### src/rtl/evt_prescaler_pkg.sv
package evt_prescaler_pkg;

   typedef enum logic {
      RATIO_FAST = 1'b0,
      RATIO_SLOW = 1'b1
   } ratio_e;

   function automatic int unsigned phase_width(input int unsigned half_max);
      return (half_max <= 2) ? 1 : $clog2(half_max);
   endfunction

endpackage

### src/rtl/evt_sync_edge.sv
module evt_sync_edge #(
   parameter int unsigned STAGES = 2
) (
   input  logic clk,
   input  logic rst_n,
   input  logic async_in,
   output logic rise_o
);
   // chain[0..STAGES-1] synchronize, chain[STAGES] remembers the previous level
   logic [STAGES:0] chain;

   always_ff @(posedge clk or negedge rst_n) begin
      if (!rst_n) chain[0] <= 1'b0;
      else        chain[0] <= async_in;
   end

   for (genvar g = 1; g <= STAGES; g++) begin : g_stage
      always_ff @(posedge clk or negedge rst_n) begin
         if (!rst_n) chain[g] <= 1'b0;
         else        chain[g] <= chain[g-1];
      end
   end

   assign rise_o = chain[STAGES-1] & ~chain[STAGES];
endmodule

### src/rtl/evt_toggle_div.sv
module evt_toggle_div #(
   parameter int unsigned FAST_HALF = 8,
   parameter int unsigned SLOW_HALF = 32
) (
   input  logic clk,
   input  logic rst_n,
   input  logic run,
   input  logic ratio,
   input  logic step,
   output logic out
);
   import evt_prescaler_pkg::*;

   localparam int unsigned HMAX = (SLOW_HALF > FAST_HALF) ? SLOW_HALF : FAST_HALF;
   localparam int unsigned DW   = phase_width(HMAX);
   localparam logic [DW-1:0] FAST_LAST = DW'(FAST_HALF - 1);
   localparam logic [DW-1:0] SLOW_LAST = DW'(SLOW_HALF - 1);

   logic [DW-1:0] phase;
   logic [DW-1:0] last;

   always_comb begin
      last = (ratio_e'(ratio) == RATIO_SLOW) ? SLOW_LAST : FAST_LAST;
   end

   always_ff @(posedge clk or negedge rst_n) begin
      if (!rst_n) begin
         phase <= '0;
         out   <= 1'b0;
      end else if (!run) begin
         phase <= '0;
         out   <= 1'b0;
      end else if (step) begin
         if (phase >= last) begin
            phase <= '0;
            out   <= ~out;
         end else begin
            phase <= phase + 1'b1;
         end
      end
   end
endmodule

### src/rtl/evt_edge_counter.sv
module evt_edge_counter #(
   parameter int unsigned CNT_W = 16
) (
   input  logic             clk,
   input  logic             rst_n,
   input  logic             run,
   input  logic             step,
   input  logic             latch,
   output logic [CNT_W-1:0] count_o,
   output logic [CNT_W-1:0] snap_o
);
   always_ff @(posedge clk or negedge rst_n) begin
      if (!rst_n)     count_o <= '0;
      else if (!run)  count_o <= '0;
      else if (step)  count_o <= count_o + 1'b1;
   end

   // captures the register value, i.e. before any same-cycle increment
   always_ff @(posedge clk or negedge rst_n) begin
      if (!rst_n)     snap_o <= '0;
      else if (latch) snap_o <= count_o;
   end
endmodule

### src/rtl/evt_prescaler.sv
module evt_prescaler #(
   parameter int unsigned CNT_W       = 16,
   parameter int unsigned FAST_HALF   = 8,
   parameter int unsigned SLOW_HALF   = 32,
   parameter int unsigned SYNC_STAGES = 2
) (
   input  logic             clk,
   input  logic             rst_n,
   input  logic             run_en,
   input  logic             ratio_sel,
   input  logic             evt_in,
   input  logic             latch_wr,
   output logic             evt_out,
   output logic [CNT_W-1:0] snap_cnt
);
   if (CNT_W < 2)       begin : g_bad_cnt   $error("CNT_W must be at least 2");        end
   if (FAST_HALF < 1)   begin : g_bad_fast  $error("FAST_HALF must be at least 1");    end
   if (SLOW_HALF < 1)   begin : g_bad_slow  $error("SLOW_HALF must be at least 1");    end
   if (SYNC_STAGES < 2) begin : g_bad_sync  $error("SYNC_STAGES must be at least 2");  end

   logic             rise_w;
   logic [CNT_W-1:0] count_w;

   evt_sync_edge #(.STAGES(SYNC_STAGES)) u_sync (
      .clk      (clk),
      .rst_n    (rst_n),
      .async_in (evt_in),
      .rise_o   (rise_w)
   );

   evt_toggle_div #(.FAST_HALF(FAST_HALF), .SLOW_HALF(SLOW_HALF)) u_div (
      .clk   (clk),
      .rst_n (rst_n),
      .run   (run_en),
      .ratio (ratio_sel),
      .step  (rise_w),
      .out   (evt_out)
   );

   evt_edge_counter #(.CNT_W(CNT_W)) u_cnt (
      .clk     (clk),
      .rst_n   (rst_n),
      .run     (run_en),
      .step    (rise_w),
      .latch   (latch_wr),
      .count_o (count_w),
      .snap_o  (snap_cnt)
   );
endmodule

### config.mk
export PLATFORM = sky130hd
export DESIGN_NAME = evt_prescaler
export DESIGN_NICKNAME = d
export VERILOG_FILES = /design/src/rtl/evt_prescaler_pkg.sv /design/src/rtl/evt_sync_edge.sv /design/src/rtl/evt_toggle_div.sv /design/src/rtl/evt_edge_counter.sv /design/src/rtl/evt_prescaler.sv
export SDC_FILE = /design/constraint.sdc
export NUM_CORES = 1
export LEC_CHECK = 0
export ABC_AREA = 1
export BUFFER_PORTS_ARGS = -buffer_cell sky130_fd_sc_hd__buf_4
export CAP_MARGIN = 30
export CORE_MARGIN = 2
export CORE_UTILIZATION = 45
export CTS_CLUSTER_DIAMETER = 200
export DETAILED_ROUTE_END_ITERATION = 8
export PLACE_DENSITY = 0.68
export SETUP_SLACK_MARGIN = 0.2
export SLEW_MARGIN = 20
export SYNTH_ARGS = -nofsm -noshare
export SYNTH_HDL_FRONTEND = slang
export SYNTH_SLANG_ARGS = --single-unit
### constraint.sdc
create_clock -name clk -period 3.95 [get_ports clk]
set_input_delay 0.79 -clock clk [delete_from_list [all_inputs] [get_ports clk]]
set_output_delay 0.79 -clock clk [all_outputs]
set_load 0.03 [all_outputs]
**Yosys cells after proc, flatten, opt, wreduce, memory -nomap -nowiden**

Index checks and enable logic that the tools add are counted.
W data, S select, Z words.

- Magnitude comparators: 1
- Bitwise operators: 3
- Add/sub/neg operators: 2
- Equal/unequal tests: 2
- Muxes and demuxes: 9
- Reduce and logical (&&, ||, !) cells: 1

Operators by type and width:

| cell | count |
|---|---|
| $mux W16 | 2 |
| $mux W5 | 4 |
| $add A16 B1 Y16 const B | 1 |
| $add A5 B1 Y5 const B | 1 |
| $ge A5 B5 Y1 | 1 |
| $ne A2 B1 Y1 const B | 2 |
| $mux W1 | 3 |
| $not A1 Y1 | 2 |
| $reduce_and A2 Y1 | 1 |
| $and A1 B1 Y1 | 1 |

- Bits in registers: 41
- Input port bits: 6
- Output and inout port bits: 17
- Logic and storage cells: 25

**Depth between registers and ports, before layout**

Gate-level depths: netlist of run 1.

- Depth in word-level cells: 5
- Depth in mapped cells: 8
- Gate-level depth less buffers: 8

**Cells and area by module**

A second synthesis of run 1 with hierarchy kept.

- Cell total of the unflattened synthesis: 236
- Area total of the unflattened synthesis: 1986.9 um2

By module, submodules not included:

| module | area an instance (um2) | cells each | sequential area each (um2) | instances |
|---|---|---|---|---|
| evt_edge_counter | 1511.4 | 177 | 800.8 | 1 |
| evt_toggle_div | 390.4 | 54 | 150.1 | 1 |
| evt_sync_edge | 85.1 | 5 | 75.1 | 1 |

**Worst setup path after synthesis of run 1**

OpenSTA, ideal clock, no wires.

- Kind: input-to-reg
- From: input ratio_sel
- To: register u_div.out
- Path buffers: 0
- Path slack: 2.249 ns
- Data required time: 3.832 ns
- Setup time: 0.118 ns
- Cell stages on the path: 7
- Arrival time: 1.583 ns
- Cell sequence: inv_1 ha_1 nand2_1 nor3b_2 nand2_2 nand3_1 nand2_1

- Cells in the longest elaborated chain, start to end: 4

Ends and longest elaborated chain:

| what | line | text |
|---|---|---|
| start, declared | evt_prescaler.sv:10 | `input logic ratio_sel,` |
| $mux W5 | evt_toggle_div.sv:23 | `last = (ratio_e'(ratio) == RATIO_SLOW) ? SLOW_LAST : FAST_LAST;` |
| $ge A5 B5 Y1 | evt_toggle_div.sv:34 | `if (phase >= last) begin` |
| $ne A2 B1 Y1 (no source line) | n/a |  |
| $reduce_and A2 Y1 (no source line) | n/a |  |
| end signal, assigned | evt_toggle_div.sv:36 | `out <= ~out;` |
| end, declared | evt_toggle_div.sv:10 | `output logic out` |

No other way between the ends.
A chain may end at the register's enable or synchronous reset.

**Worst setup path after layout of run 1**

- From: register u_div.out
- To: output evt_out

RTL lines:

| what | line | text |
|---|---|---|
| end, declared | evt_prescaler.sv:13 | `output logic evt_out,` |

No word-level cell between the ends.

==> results.toml, run 1 <==
[clock_network]
cts_sinks = 41
cts_max_level = 2
root_buffer = "clkbuf_8"
cts_max_path_buffers = 2
clk_latency_ps = 290
cts_tree = "built"
cts.repair.resized = 0
cts_made_buffers = 5
cts_setup_buffers = 0
ctsHoldBuffers = 0
path_clk_slew_ps = 70

[floorplanning]
rows = 24
die_x_um = 70.3
core_um2 = 4290
die_h_um = 70.3
initial_core_util_pct = 46.1
pin_count = 23
die-area_um2 = 4950

[place]
portBuffers = 22
place_inst = 288
dp_hpwl_um = 2470
routabilityCongestion = 0.779

[worst_setup_path]
crit_arrival_ps = 860
crit_chain = "buf_4"
crit_buf_inv = 1
cp-start-kind = "flop"
critPathMaxFanout = 3
crit_required_ps = 3160
cp_slowest_cell = "dfrtp_1"
worstReg2RegEnd = "u_div.out"
cpPeakStageDelay_ps = 400
path_delay_family = "flip-flops"
worstReg2RegStart = "u_div.phase[4]"
regToRegSetupSlack_ps = 2610
r2r_cells = 6
worstSetupPathType = "flop to output pin"
endpoint_kind = "output pin"

[pwr]
switching_share_pct = 25.3
ir_drop_v = 0.000187
combPwrFrac_pct = 10.8
p_seq_share_pct = 56.5
p_leak_nw = 1.10
power_w = 0.000790
power_density_nw_per_um2 = 352
p_int_w = 0.000590
pwr-share-clk_pct = 32.7
power_switching_w = 0.000200

[drt]
vias = 1468
wl_per_cell_um = 11.7
drc_errors = 0
detail-route-antenna-nets = 0
first_pass_iters = 4
routed_wl_um = 3470
viasPerCell = 4.96
drt_iter0_markers = 92

[synth]
synthSimpleGateAreaFrac_pct = 24.0
avgSynthCellArea_um2 = 9.00
synth_mux_area_share_pct = 3.98
synthArstFlopShare_pct = 100
syn-num-nets = 230
synth_flop_cell = "dfrtp_1"
synth_warnings = 0
synth_xor_area_share_pct = 1.33
netlist_area_um2 = 1980
synth_top_family_by_area = "simple AND/OR/NAND/NOR gates"
yosysTopAreaCellShare_pct = 51.8
synth_edf_count = 0
yosysSeqAreaShare_pct = 51.8
ys_ff_latch = 41
synth_fa_ha_area_share_pct = 2.53
synth_top_area_cell = "dfrtp_1"
yosys-top-cells-area = "dfrtp_1 52%, nand2_1 7.2%, nor2_1 5.7%, a21oi_1 4.8%, inv_1 4.5%"
synth_cells = 220
ys_types = 28
synth-compound-area-share_pct = 8.97

[sta]
report.final.hold_viol_count = 0
fin_worst_skew_ps = 7.52
period_needed_ps = 1650
final_max_slew_viol_count = 0
rsz0062_at_grt = "no"
fin_crit_sh_pct = 41.7
setup_violations = 0
fin_setup_tns_ps = 0
slew_headroom_pct = 66.1
fin_hold_ws_ps = 352
tightest_slew_ps = 509
clock.fmax_mhz = 607

[cells_and_area]
fin_nets = 253
layout-area-overhead-vs-synth_pct = 13.4
stdcell_count = 296
drive_above_1_share_pct = 23.0
num_antenna_cells = 0
fillerInstances = 410

[global_routing]
grt_overflow = 0
grt_max_degree = 42
grt_usage_pct = 16.1
grt_pass1_wl_um = 6290
grt_pass1_vias = 1401
antenna_found_initial = 0

[min_path]
hp-class = "flop to flop"
holdPathStages = 0
min_to = "u_sync.chain[1]"
hp-start = "u_sync.chain[0]"

[run_status]
status = "completed"

[flow_run]
maxCapViolations = 0
[worst max path at each step]
stage          startpoint         to  slack, ps  cells after the start
3_3_place_gp    ratio_sel  u_div.out       2120                      8
3_5_place_dp    ratio_sel  u_div.out       2070                      8
4_1_cts         u_div.out    evt_out       2290                      1
5_1_grt         u_div.out    evt_out       2270                      1
6_report        u_div.out    evt_out       2300                      1
2_1_floorplan   ratio_sel  u_div.out       2250                      7
[through the flow]
| stage | util, % | instance area, µm² | setup WS, ps |
|---|---|---|---|
| after detailed placement | 50.4 | 2170 | 2070 |
| after CTS | 52.3 | 2250 | 2290 |
| after global routing | 52.3 | 2250 | 2270 |
| final | 52.3 | 2250 | 2300 |
| after floorplan | - | 1980 | 2250 |
| after global placement | 50.4 | 2170 | 2120 |
[state kept, by name (all words and copies together), names as in the netlist]
name and flops:
u_sync.chain 3, u_div.phase 5, u_cnt.count_o 16, u_div.out 1, u_cnt.snap_o 16
[layout by cell type, fill, tap and decap left out, types with 5 or more instances in the layout]
cell / count
dfrtp_1: 41
nor2_1: 30
a21oi_1: 19
clkbuf_8: 5
inv_1: 24
mux2_2: 7
nand2_1: 38
nand2_2: 7
o21ai_0: 8
buf_4: 22
nand3_1: 8
[final cells by class]
type                       count  area, µm²  share of cell area, %
tap                           52       65.1                   2.90
timing repair buffer          22        165                   7.35
clock buffer                   8       80.1                   3.57
sequential                    41       1030                   45.7
inverter                      27        101                   4.51
multi-input combinational    146        808                   36.0
[power by group through the flow]
stage	Clock, W	Combinational [W]	Sequential [W]
finish	0.000259	0.0000853	0.000446
global route	0.000287	0.0000963	0.000448
CTS	0.000264	0.0000872	0.000446
detailed placement	0	0.0000869	0.000454
global placement	0	0.0000862	0.000454
floorplan	0	0.0000404	0.000470
[metal layers]
metal | up-vias | routed length, µm | track usage (%)
met2 | 24 | 1570 | 24.8
li1 | 752 | - | -
met1 | 688 | 1710 | 21.4
met5 | - | 0 | 0
met4 | 0 | 52 | 6.20
met3 | 4 | 136 | 4.76
[cell usage after synthesis (all sizes together) (2+ instances only)]
cell and n:
buf 6, mux2 7, nand4 4, o21ai 9, nor3b 3, nand2 46, ha 4, nor2 36
o21bai 3, inv 27, a21oi 19, nand3 10, xor2 2, dfrtp 41
[cells by family (layout without fill, tap and decap cells)]
group / Yosys count / count (layout)
buffers and inverters: 33 / 57
adder cells (fa/ha/maj): 4 / 4
XOR/XNOR: 3 / 3
AO/OA/AOI/OAI: 32 / 32
multiplexers: 7 / 7
flip-flops: 41 / 41
AND/OR/NAND/NOR: 100 / 100
No activity file was read; power rests on OpenSTA's default activity.
==> inputs of run 2 (changes only) <==
Clock period 3.95 ns to 1.7 ns, I/O delays scaled along.
==> run 2 against run 1 <==
Clock skew rose by 3.1 ps. First-iteration DRC count is 25% lower. Final area increased by 1.6%. Sequential power grew 130%. Clock power rose to 3.1 times the previous value. Final cell count did not move. Clock-buffer cell count is 1 lower. Routed wire length rose by 1.0%. Hold slack lost 340 ps. Global-route usage is 0.056 points higher.
==> results.toml, run 2 (synthesis results as in run 1) <==
[drt]
routed_wl_um = 3510
drt_iter0_markers = 69
wl_per_cell_um = 11.9
first_pass_iters = 4
detail-route-antenna-nets = 0
viasPerCell = 4.90
drc_errors = 0
vias = 1449

[min_path]
hp-class = "input port to asynchronous set/reset pin"

[cells_and_area]
fin_nets = 253
layout_commonest_cell = "dfrtp_1"
fillerInstances = 413
num_antenna_cells = 0
layout_common_cells = "41 x dfrtp_1, 38 x nand2_1, 30 x nor2_1"
drive_above_1_share_pct = 23.8
largestRegisters = "u_cnt.count_o x16, u_cnt.snap_o x16, u_div.phase x5"
layout-area-overhead-vs-synth_pct = 15.2

[worst_setup_path]
worstSetupPathType = "flop to flop"
cpPeakStageDelay_ps = 400
critPathMaxFanout = 5
endpoint_kind = "flop"
crit_required_ps = 1940
crit_arrival_ps = 1580
crit_chain = "ha_1, nand2_1, nor3b_2, nand2_2, nand2_2, nand2_1, inv_1"
cp_slowest_cell = "dfrtp_1"
cp-start-kind = "flop"

[sta]
setup_violations = 0
postLayoutSetupSlackWorst_ps = 358
rsz0062_at_grt = "no"
tightest_slew_ps = 498
report.final.hold_viol_count = 0
fin_setup_tns_ps = 0
fin_worst_skew_ps = 10.6
period_needed_ps = 1340
fin_crit_sh_pct = 78.9
slew_headroom_pct = 66.8
clock.fmax_mhz = 745
final_max_slew_viol_count = 0

[clock_network]
ctsHoldBuffers = 0
path_clk_slew_ps = 80
cts.repair.resized = 0
cts_made_buffers = 5
cts_tree = "built"
clk_latency_ps = 290
cts_max_path_buffers = 2
cts_sinks = 41
cts_setup_buffers = 0
cts_max_level = 2
root_buffer = "clkbuf_8"

[floorplanning]
rows = 24
die_h_um = 70.3
core_um2 = 4290
initial_core_util_pct = 46.1
pin_count = 23
die-area_um2 = 4950
die_x_um = 70.3

[global_routing]
grt_pass1_vias = 1419
grt_max_degree = 42
grt_pass1_wl_um = 6350
grt_overflow = 0
antenna_found_initial = 0
grt_usage_pct = 16.2

[place]
portBuffers = 22
dp_slack_ps = 279
routabilityCongestion = 0.802
dp_hpwl_um = 2500

[flow_run]
maxCapViolations = 0

[pwr]
p_leak_nw = 1.12
power_density_nw_per_um2 = 892
ir_drop_v = 0.000414

[run_status]
status = "completed"
==> run 2: through the flow <==
stage / utilization (%) / power (W) / hold WS [ps] / instance area, µm² / instances
after floorplan: - / 0.00119 / 44.4 / 1980 / 220
after detailed placement: 50.4 / 0.00126 / 335 / 2170 / 288
final: 53.1 / 0.00204 / 7.46 / 2280 / 296
after global routing: 53.1 / 0.00212 / 54.3 / 2280 / 296
after CTS: 53.1 / 0.00206 / 31.7 / 2280 / 296
after global placement: 50.4 / 0.00126 / 333 / 2170 / 288
==> run 2: worst paths after layout <==
kind,from,end,slack [ps],depth (start not counted)
max,u_div.phase[4],u_div.phase[2],360,7
min,rst_n,u_cnt.snap_o[1],7,1
max reg2reg,u_div.phase[4],u_div.phase[2],360,7
min reg2reg,u_sync.chain[0],u_sync.chain[1],350,0
max in group asynchronous,rst_n,u_cnt.snap_o[15],1340,1
min in group clk,evt_in,u_sync.chain[0],150,1
==> run 2: final cells by class <==
class                           count  area (µm²)  share of cell area, %
Clock inverter                      1        30.0                   1.32
Timing Repair Buffer               22         165                   7.24
Tap cell                           52        65.1                   2.85
Multi-Input combinational cell    146         808                   35.4
Clock buffer                        7        86.3                   3.78
Sequential cell                    41        1030                   45.0
Inverter                           27         101                   4.44
==> run 2: where the power goes <==
group / switching, W / total (W) / internal (W) / leakage, nW
combinational: 0.000131 / 0.000199 / 0.0000686 / 0.517
clock: 0.000322 / 0.000800 / 0.000479 / 0.0585
sequential: 0.0000256 / 0.00104 / 0.00101 / 0.548
total: 0.000478 / 0.00204 / 0.00156 / 1.12
==> run 2: critical path, delay by kind of cell (launching register included) <==
kind,cells,cell delay (ps)
simple gates,5,530
flops,1,400
fa+ha+maj,1,290
buf+inv,1,60
==> run 2: layer usage <==
layer / GRT usage (%) / up-vias / share of wire [%]
li1: - / 742 / -
met1: 20.9 / 679 / 49
met2: 25.9 / 20 / 46
met3: 2.60 / 8 / 2.9
met4: 8.97 / 0 / 2.7
met5: 0 / - / 0
